--- config.mk ---
export PLATFORM = sky130hd
export DESIGN_NAME = piso_shift8
export DESIGN_NICKNAME = d
export VERILOG_FILES = /design/src/rtl/piso_pkg.sv /design/src/rtl/piso_edge_det.sv /design/src/rtl/piso_stage_chain.sv /design/src/rtl/piso_shift8.sv
export SDC_FILE = /design/constraint.sdc
export NUM_CORES = 1
export LEC_CHECK = 0
export BUFFER_PORTS_ARGS = -buffer_cell sky130_fd_sc_hd__buf_2
export CAP_MARGIN = 20
export CORE_AREA = 2 2 39 41
export DETAILED_ROUTE_END_ITERATION = 8
export DIE_AREA = 0 0 41 43
export GPL_TIMING_DRIVEN = 0
export MAX_ROUTING_LAYER = met4
export PLACE_DENSITY = 0.62
export SLEW_MARGIN = 20
export SYNTH_ARGS = -nofsm -noshare
export SYNTH_HDL_FRONTEND = slang
export SYNTH_HIERARCHICAL = 1
export SYNTH_SLANG_ARGS = --single-unit
--- constraint.sdc ---
create_clock -name clk -period 1.7 [get_ports clk]
set_input_delay 0.34 -clock clk [delete_from_list [all_inputs] [get_ports clk]]
set_output_delay 0.34 -clock clk [all_outputs]
set_load 0.01 [all_outputs]
--- src/rtl/piso_pkg.sv ---
package piso_pkg;
  typedef enum logic [1:0] {
    MODE_HOLD  = 2'd0,
    MODE_LOAD  = 2'd1,
    MODE_SHIFT = 2'd2
  } piso_mode_e;

  // Load wins over a pending shift pulse in the same cycle.
  function automatic piso_mode_e pick_mode(input logic load_n, input logic pulse);
    if (!load_n)    return MODE_LOAD;
    else if (pulse) return MODE_SHIFT;
    else            return MODE_HOLD;
  endfunction
endpackage

--- src/rtl/piso_edge_det.sv ---
module piso_edge_det (
  input  logic clk,
  input  logic rst,
  input  logic sclk_i,
  input  logic hold_i,
  input  logic load_n_i,
  output logic shift_pulse_o
);
  logic gate_now;
  logic gate_prev_q;
  logic gate_rise;

  assign gate_now  = sclk_i | hold_i;
  assign gate_rise = gate_now & ~gate_prev_q;
  // A rise seen during a load is consumed here and never replayed.
  assign shift_pulse_o = gate_rise & load_n_i;

  always_ff @(posedge clk) begin
    if (rst) gate_prev_q <= 1'b0;
    else     gate_prev_q <= gate_now;
  end

  // a pulse is a single cycle wide
  a_r4_single_pulse: assert property (@(posedge clk) disable iff (rst)
    shift_pulse_o |=> !shift_pulse_o);

  // hold high on two consecutive sampled cycles blocks any pulse
  a_r6_hold_blocks: assert property (@(posedge clk) disable iff (rst)
    ($past(!rst) && $past(hold_i) && hold_i) |-> !shift_pulse_o);
endmodule

--- src/rtl/piso_stage_chain.sv ---
module piso_stage_chain
  import piso_pkg::*;
#(
  parameter int STAGES = 8
) (
  input  logic              clk,
  input  logic              rst,
  input  piso_mode_e        mode_i,
  input  logic [STAGES-1:0] par_i,
  input  logic              ser_i,
  output logic [STAGES-1:0] stages_o
);
  localparam int LAST = STAGES - 1;

  logic [STAGES-1:0] stage_q;

  function automatic logic [STAGES-1:0] advance(input logic [STAGES-1:0] cur,
                                                input logic bit_in);
    logic [STAGES-1:0] nxt;
    nxt[0] = bit_in;
    for (int k = 1; k <= LAST; k++) nxt[k] = cur[k-1];
    return nxt;
  endfunction

  always_ff @(posedge clk) begin
    if (rst) begin
      stage_q <= '0;
    end else begin
      case (mode_i)
        MODE_LOAD:  stage_q <= par_i;
        MODE_SHIFT: stage_q <= advance(stage_q, ser_i);
        default:    stage_q <= stage_q;
      endcase
    end
  end

  assign stages_o = stage_q;

  // a load cycle captures the parallel word
  a_r2_load_capture: assert property (@(posedge clk) disable iff (rst)
    (mode_i == MODE_LOAD) |=> (stage_q == $past(par_i)));

  // a shift moves each stage up one place, serial bit entering stage 0
  a_r7_shift_move: assert property (@(posedge clk) disable iff (rst)
    (mode_i == MODE_SHIFT) |=>
      (stage_q[LAST:1] == $past(stage_q[LAST-1:0]) && stage_q[0] == $past(ser_i)));

  // no load and no shift leaves every stage unchanged
  a_r3_idle_stable: assert property (@(posedge clk) disable iff (rst)
    (mode_i == MODE_HOLD) |=> $stable(stage_q));
endmodule

--- src/rtl/piso_shift8.sv ---
module piso_shift8
  import piso_pkg::*;
#(
  parameter int STAGES = 8
) (
  input  logic              clk,
  input  logic              rst,
  input  logic              sclk_i,
  input  logic              hold_i,
  input  logic              load_n_i,
  input  logic [STAGES-1:0] par_i,
  input  logic              ser_i,
  output logic              ser_o,
  output logic              ser_n_o
);
  localparam int LAST = STAGES - 1;

  logic              shift_pulse;
  piso_mode_e        mode;
  logic [STAGES-1:0] stages;

  piso_edge_det u_edge (
    .clk           (clk),
    .rst           (rst),
    .sclk_i        (sclk_i),
    .hold_i        (hold_i),
    .load_n_i      (load_n_i),
    .shift_pulse_o (shift_pulse)
  );

  assign mode = pick_mode(load_n_i, shift_pulse);

  piso_stage_chain #(.STAGES(STAGES)) u_chain (
    .clk      (clk),
    .rst      (rst),
    .mode_i   (mode),
    .par_i    (par_i),
    .ser_i    (ser_i),
    .stages_o (stages)
  );

  assign ser_o   = stages[LAST];
  assign ser_n_o = ~stages[LAST];

  // no shift pulse is ever issued during a load cycle
  a_r9_load_priority: assert property (@(posedge clk) disable iff (rst)
    !load_n_i |-> (mode == MODE_LOAD));

  // the cycle after reset shows a cleared last stage
  a_r1_reset_clear: assert property (@(posedge clk)
    rst |=> (ser_o == 1'b0));
endmodule

-- Word-level counts from Yosys, hierarchy flattened
Cells that the tools add are included.
- eq/ne operators: 2
- muxes and demuxes: 3
- bitwise logic cells: 5
- reductions and logical operators: 1
- operators with widths (cell ; count):
    one-hot mux 8 bit (2 select lines) ; 1
    2-to-1 mux 2 bit ; 2
    AND 1 bit ; 2
    == test 2 x 1 -> 1 bit, second input constant ; 1
    == test 2 bit, second input constant ; 1
    NOT 1 bit ; 2
    nonzero test 2 bit ; 1
    OR 1 bit ; 1
- register bits: 9
- bits of input ports: 14
- output and inout port bits: 2
- logic and storage cells: 13

-- Longest topological paths before layout
- depth in word-level cells: 7
- gate-level depth with buffers: 7
- gate-level depth less buffers: 6

-- Cells and area by module
Netlist, hierarchy kept.
- by module, submodules not included (module ; times used ; cells an instance ; area an instance (um2) ; sequential area each (um2)):
    piso_stage_chain ; 1 ; 37 ; 389.1 ; 160.2
    piso_edge_det ; 1 ; 4 ; 40.0 ; 20.0
    piso_shift8 ; 1 ; 3 ; 13.8 ; 0.0

-- Least setup slack after synthesis
Ideal clock, no wire load.
- kind: input-to-reg
- start: input port hold_i
- end: register u_chain.stage_q[1], in the netlist u_chain/stages_o[1]
- setup time: 0.086 ns
- arrival: 1.363 ns
- required time: 1.614 ns
- setup slack: 0.251 ns
- cell stages on the path: 6
- buffers on the path: 0
- cells stage by stage: nor2_1 nor3b_2 and2_1 ha_1 and2b_1 a211oi_1
- cells in the longest elaborated chain, start to end: 7
- elaborated cells on any way between the ends: 9
- those cells by class: eq/ne: 2; mux: 3; bitwise: 3; reduce/logical: 1
- ends and longest elaborated chain (element ; RTL line ; source):
    from (decl) ; piso_shift8.sv:9 ; input logic hold_i,
    OR 1 bit * ; piso_edge_det.sv:13 ; assign gate_now = sclk_i | hold_i;
    AND 1 bit * ; piso_edge_det.sv:14 ; assign gate_rise = gate_now & ~gate_prev_q;
    AND 1 bit * ; piso_edge_det.sv:16 ; assign shift_pulse_o = gate_rise & load_n_i;
    named net shift_pulse ; piso_shift8.sv:18 ; logic shift_pulse;
    2-to-1 mux 2 bit * ; piso_pkg.sv:11 ; else if (pulse) return MODE_SHIFT;
    2-to-1 mux 2 bit * ; piso_pkg.sv:10 ; if (!load_n) return MODE_LOAD;
    named net mode[1] ; piso_shift8.sv:19 ; piso_mode_e mode;
    == test 2 bit / == test 2 x 1 -> 1 bit (equally long branches) ; piso_stage_chain.sv:29 ; case (mode_i)
    one-hot mux 8 bit (2 select lines) / nonzero test 2 bit (equally long branches) ; n/a ;
    to (signal assigned) ; piso_stage_chain.sv:30 ; MODE_LOAD: stage_q <= par_i;
    to (signal assigned) ; piso_stage_chain.sv:31 ; MODE_SHIFT: stage_q <= advance(stage_q, ser_i);
    to (signal assigned) ; piso_stage_chain.sv:32 ; default: stage_q <= stage_q;
    to (decl) ; piso_stage_chain.sv:15 ; logic [STAGES-1:0] stage_q;
Mark *: on every way through the listed nets, which the timed path passes. The rest lies on a longest branch.
A chain may end at the register's enable or synchronous reset.

-- Final worst setup path
Ends and elaborated chain as after synthesis.

==> impl_results.md <==
- Worst slew pin tran: 257 ps
- TNS Setup: 0 ps
- Worst Path Arrival: 1600 ps
- Comb power frac: 17.7%
- Drt first pass iters: 4
- FFs w/ async S/R, synth: 0%
- Fin crit period: 1440 ps
- Fin. Hold Viols: 0
- Post-CTS Setup Bufs: 0
- Worst-path clk slew: 60 ps
- Root Buffer: clkbuf_4
- Dominant cells by area after synthesis: dfxtp_1 41%, mux2i_1 18%, a211oi_1 14%
- Mapped cell area: 443 sq um
- Crit start category: primary input
- Die Wd: 41 um
- Post-synth EDFFs: 0
- Skew final: 1.89 ps
- FP Rows: 14
- Drt drc: 0
- Req. time, crit path: 1870 ps
- Reg2Reg Setup Slack: 300 ps
- Highest Signal Layer: met4
- Final setup fails: 0
- Pwr Density: 856 nW/um^2
- Worst setup EP type: flip-flop
- TritonCTS clock tree: done
- Outcome: finished, final reports clean
- Cells after Synth: 44
- NetSw: 0.000116 W
- Ant. Diodes: 0
- Hold_buf cts: 0
- WS Path Type: primary input to flip-flop
- IO buf count: 15
- Routed WL per cell: 10.1 um
- Most common library cells after synthesis: 9 x dfxtp_1, 8 x a211oi_1, 8 x mux2i_1, 6 x nor2b_1, 3 x inv_1
- Max frequency: 697 MHz
- Slowest cell on the critical path: ha_1
- Pleak: 0.246 nW
- Worst-Skew Late Latency: 250 ps
- Internal: 0.000367 W
- Met1 WL: 414 um
- DR WL met2: 332 um
- Final WL: 798 um
- Clk pwr share: 32.5%
- Critical path fanouts, max: 9
- Num CTS Buffers: 3
- Sequential area share after synthesis: 40.7%
- Yosys warns: 6
- Hold WS: 250 ps
- Max-Slew Margin vs Limit: 82.8%
- Global route total overflow: 0
- Full die area: 1760 sq um
- Slew Limit Fails: 0
- Core area: 1380 sq um
- Switching Share: 24.1%
- RSZ-0062 raised after global routing: false
- Initial antenna violation count: 0
- Vias in the first global route: 307
- Overall Power: 0.000483 W
- Synthesized flop and latch total: 9
- IO Pins: 16
- CTS HTree Levels: 1
- Worst Setup EP: u_chain/stages_o[1]
- Hold Path Class: primary input to flip-flop
- Gp weighted congestion: 0.622
- Synthesized Nets: 59
- Reg2Reg Depth: 5
- Seq pwr share: 49.8%
- Yosys top cell area share: 40.7%
- Initial DRC Count: 4
- Max Root-Sink Buffers: 2
- Post-route ant nets: 0
- Top FF cell, synth: dfxtp_1
- Met3 WL: 36 um
- VDD IR max: 0.000300 V
- Final nets: 79
- Area Overhead vs Synth: 27.4%
- First-pass GRT wire length: 1.28 mm
- Starting Density: 32.0%
- Post-CTS sizing: 0
- Most numerous cell in the Yosys netlist: dfxtp_1
- RR Startpoint: u_edge/gate_prev_q
- Critical Path Max Stage Delay: 380 ps
- Worst Setup SP: hold_i
- Largest net degree at the start of global routing: 10
- Hpwl dp: 571 um
- Crit path cell chain: buf_2, nor2_1, nor3b_2, and2_1, ha_1, and2b_1, a211oi_1
- Via density: 4.46
- Share of cells above drive strength 1: 34.9%
- Vias: 352
- Yosys top cell by area: dfxtp_1
- R2R Path End: u_chain/stages_o[1]
- Post-route clock period utilization: 84.4%
- Overall Global Routing Usage: 11.2%
- Sink Count: 9
- Max_cap viols: 0
- Post-synth cell types: 13
- Die Span Y: 43 um
- Mean Syn Cell Area: 10.1 sq um
-- critical path: cells and delay by family --
kind / cells / cell delay (ps)
simple gates: 4 / 580
fa+ha+maj: 1 / 380
compound gates: 1 / 200
buf+inv: 1 / 90
-- metrics by stage --
step / utilization (%) / setup WS (ps) / std cells / area, sq um
after floorplan: - / 251 / 44 / 443
after global placement: 38.9 / 12.2 / 75 / 538
after detailed placement: 38.9 / 12.7 / 75 / 538
after CTS: 40.8 / 255 / 79 / 564
after global routing: 40.8 / 182 / 79 / 564
final: 40.8 / 265 / 79 / 564
-- power by group through the flow --
| stage | Combinational (W) | Sequential (W) | Clock, W |
|---|---|---|---|
| after floorplan | 0.0000559 | 0.000244 | 0 |
| after global placement | 0.0000844 | 0.000244 | 0 |
| after detailed placement | 0.0000856 | 0.000246 | 0 |
| after CTS | 0.0000862 | 0.000241 | 0.000166 |
| after global routing | 0.0000951 | 0.000243 | 0.000179 |
| final | 0.0000855 | 0.000240 | 0.000157 |
-- cell type report --
cell class / count / area [sq um]
timing repair buffer: 15 / 75.1
clock buffer: 4 / 26.3
tap: 16 / 20.0
inverter: 4 / 15.0
multi-input combinational: 29 / 231
sequential: 9 / 180
fill: 146 / 820
buffer: 2 / 16.3
-- worst min path at each step --
stage	startpoint	endpoint	slack, ps	cells past startpoint
floorplan	rst	u_edge/gate_prev_q	410	1
global placement	u_chain/stages_o[0]	u_chain/stages_o[0]	500	2
detailed placement	u_chain/stages_o[6]	u_chain/stages_o[6]	500	2
CTS	rst	u_edge/gate_prev_q	240	2
global route	rst	u_edge/gate_prev_q	240	2
finish	rst	u_edge/gate_prev_q	250	2
-- state kept, by name, summed over array words and instances, names as in the netlist --
signal,cells
u_chain/stages_o,8
u_edge/gate_prev_q,1
-- cell usage in the layout (no fill, tap or decap) --
cell,netlist,layout
buf_2,0,15
dfxtp_1,9,9
mux2i_1,8,8
a211oi_1,8,8
nor2b_1,6,6
inv_1,3,3
clkbuf_4,0,3
and2b_1,2,2
nor2_1,2,2
and2_1,1,1
clkbuf_1,0,1
inv_2,1,1
buf_6,1,1
clkbuf_2,1,1
ha_1,1,1
nor3b_2,1,1
-- cells by family after synthesis --
logic type | count (synthesis) | share of synthesized area, %
buf+inv | 6 | 7.06
mux | 8 | 18.1
compound gates | 8 | 13.6
fa+ha+maj | 1 | 2.82
simple gates | 12 | 17.8
flops | 9 | 40.7
-- metal layers --
layer,up-vias,global-route usage (%)
li1,193,-
met1,149,14.8
met2,8,13.1
met3,2,4.71
met4,0,8.00
met5,-,-
Note: power is estimated with default switching activity, not from simulation.
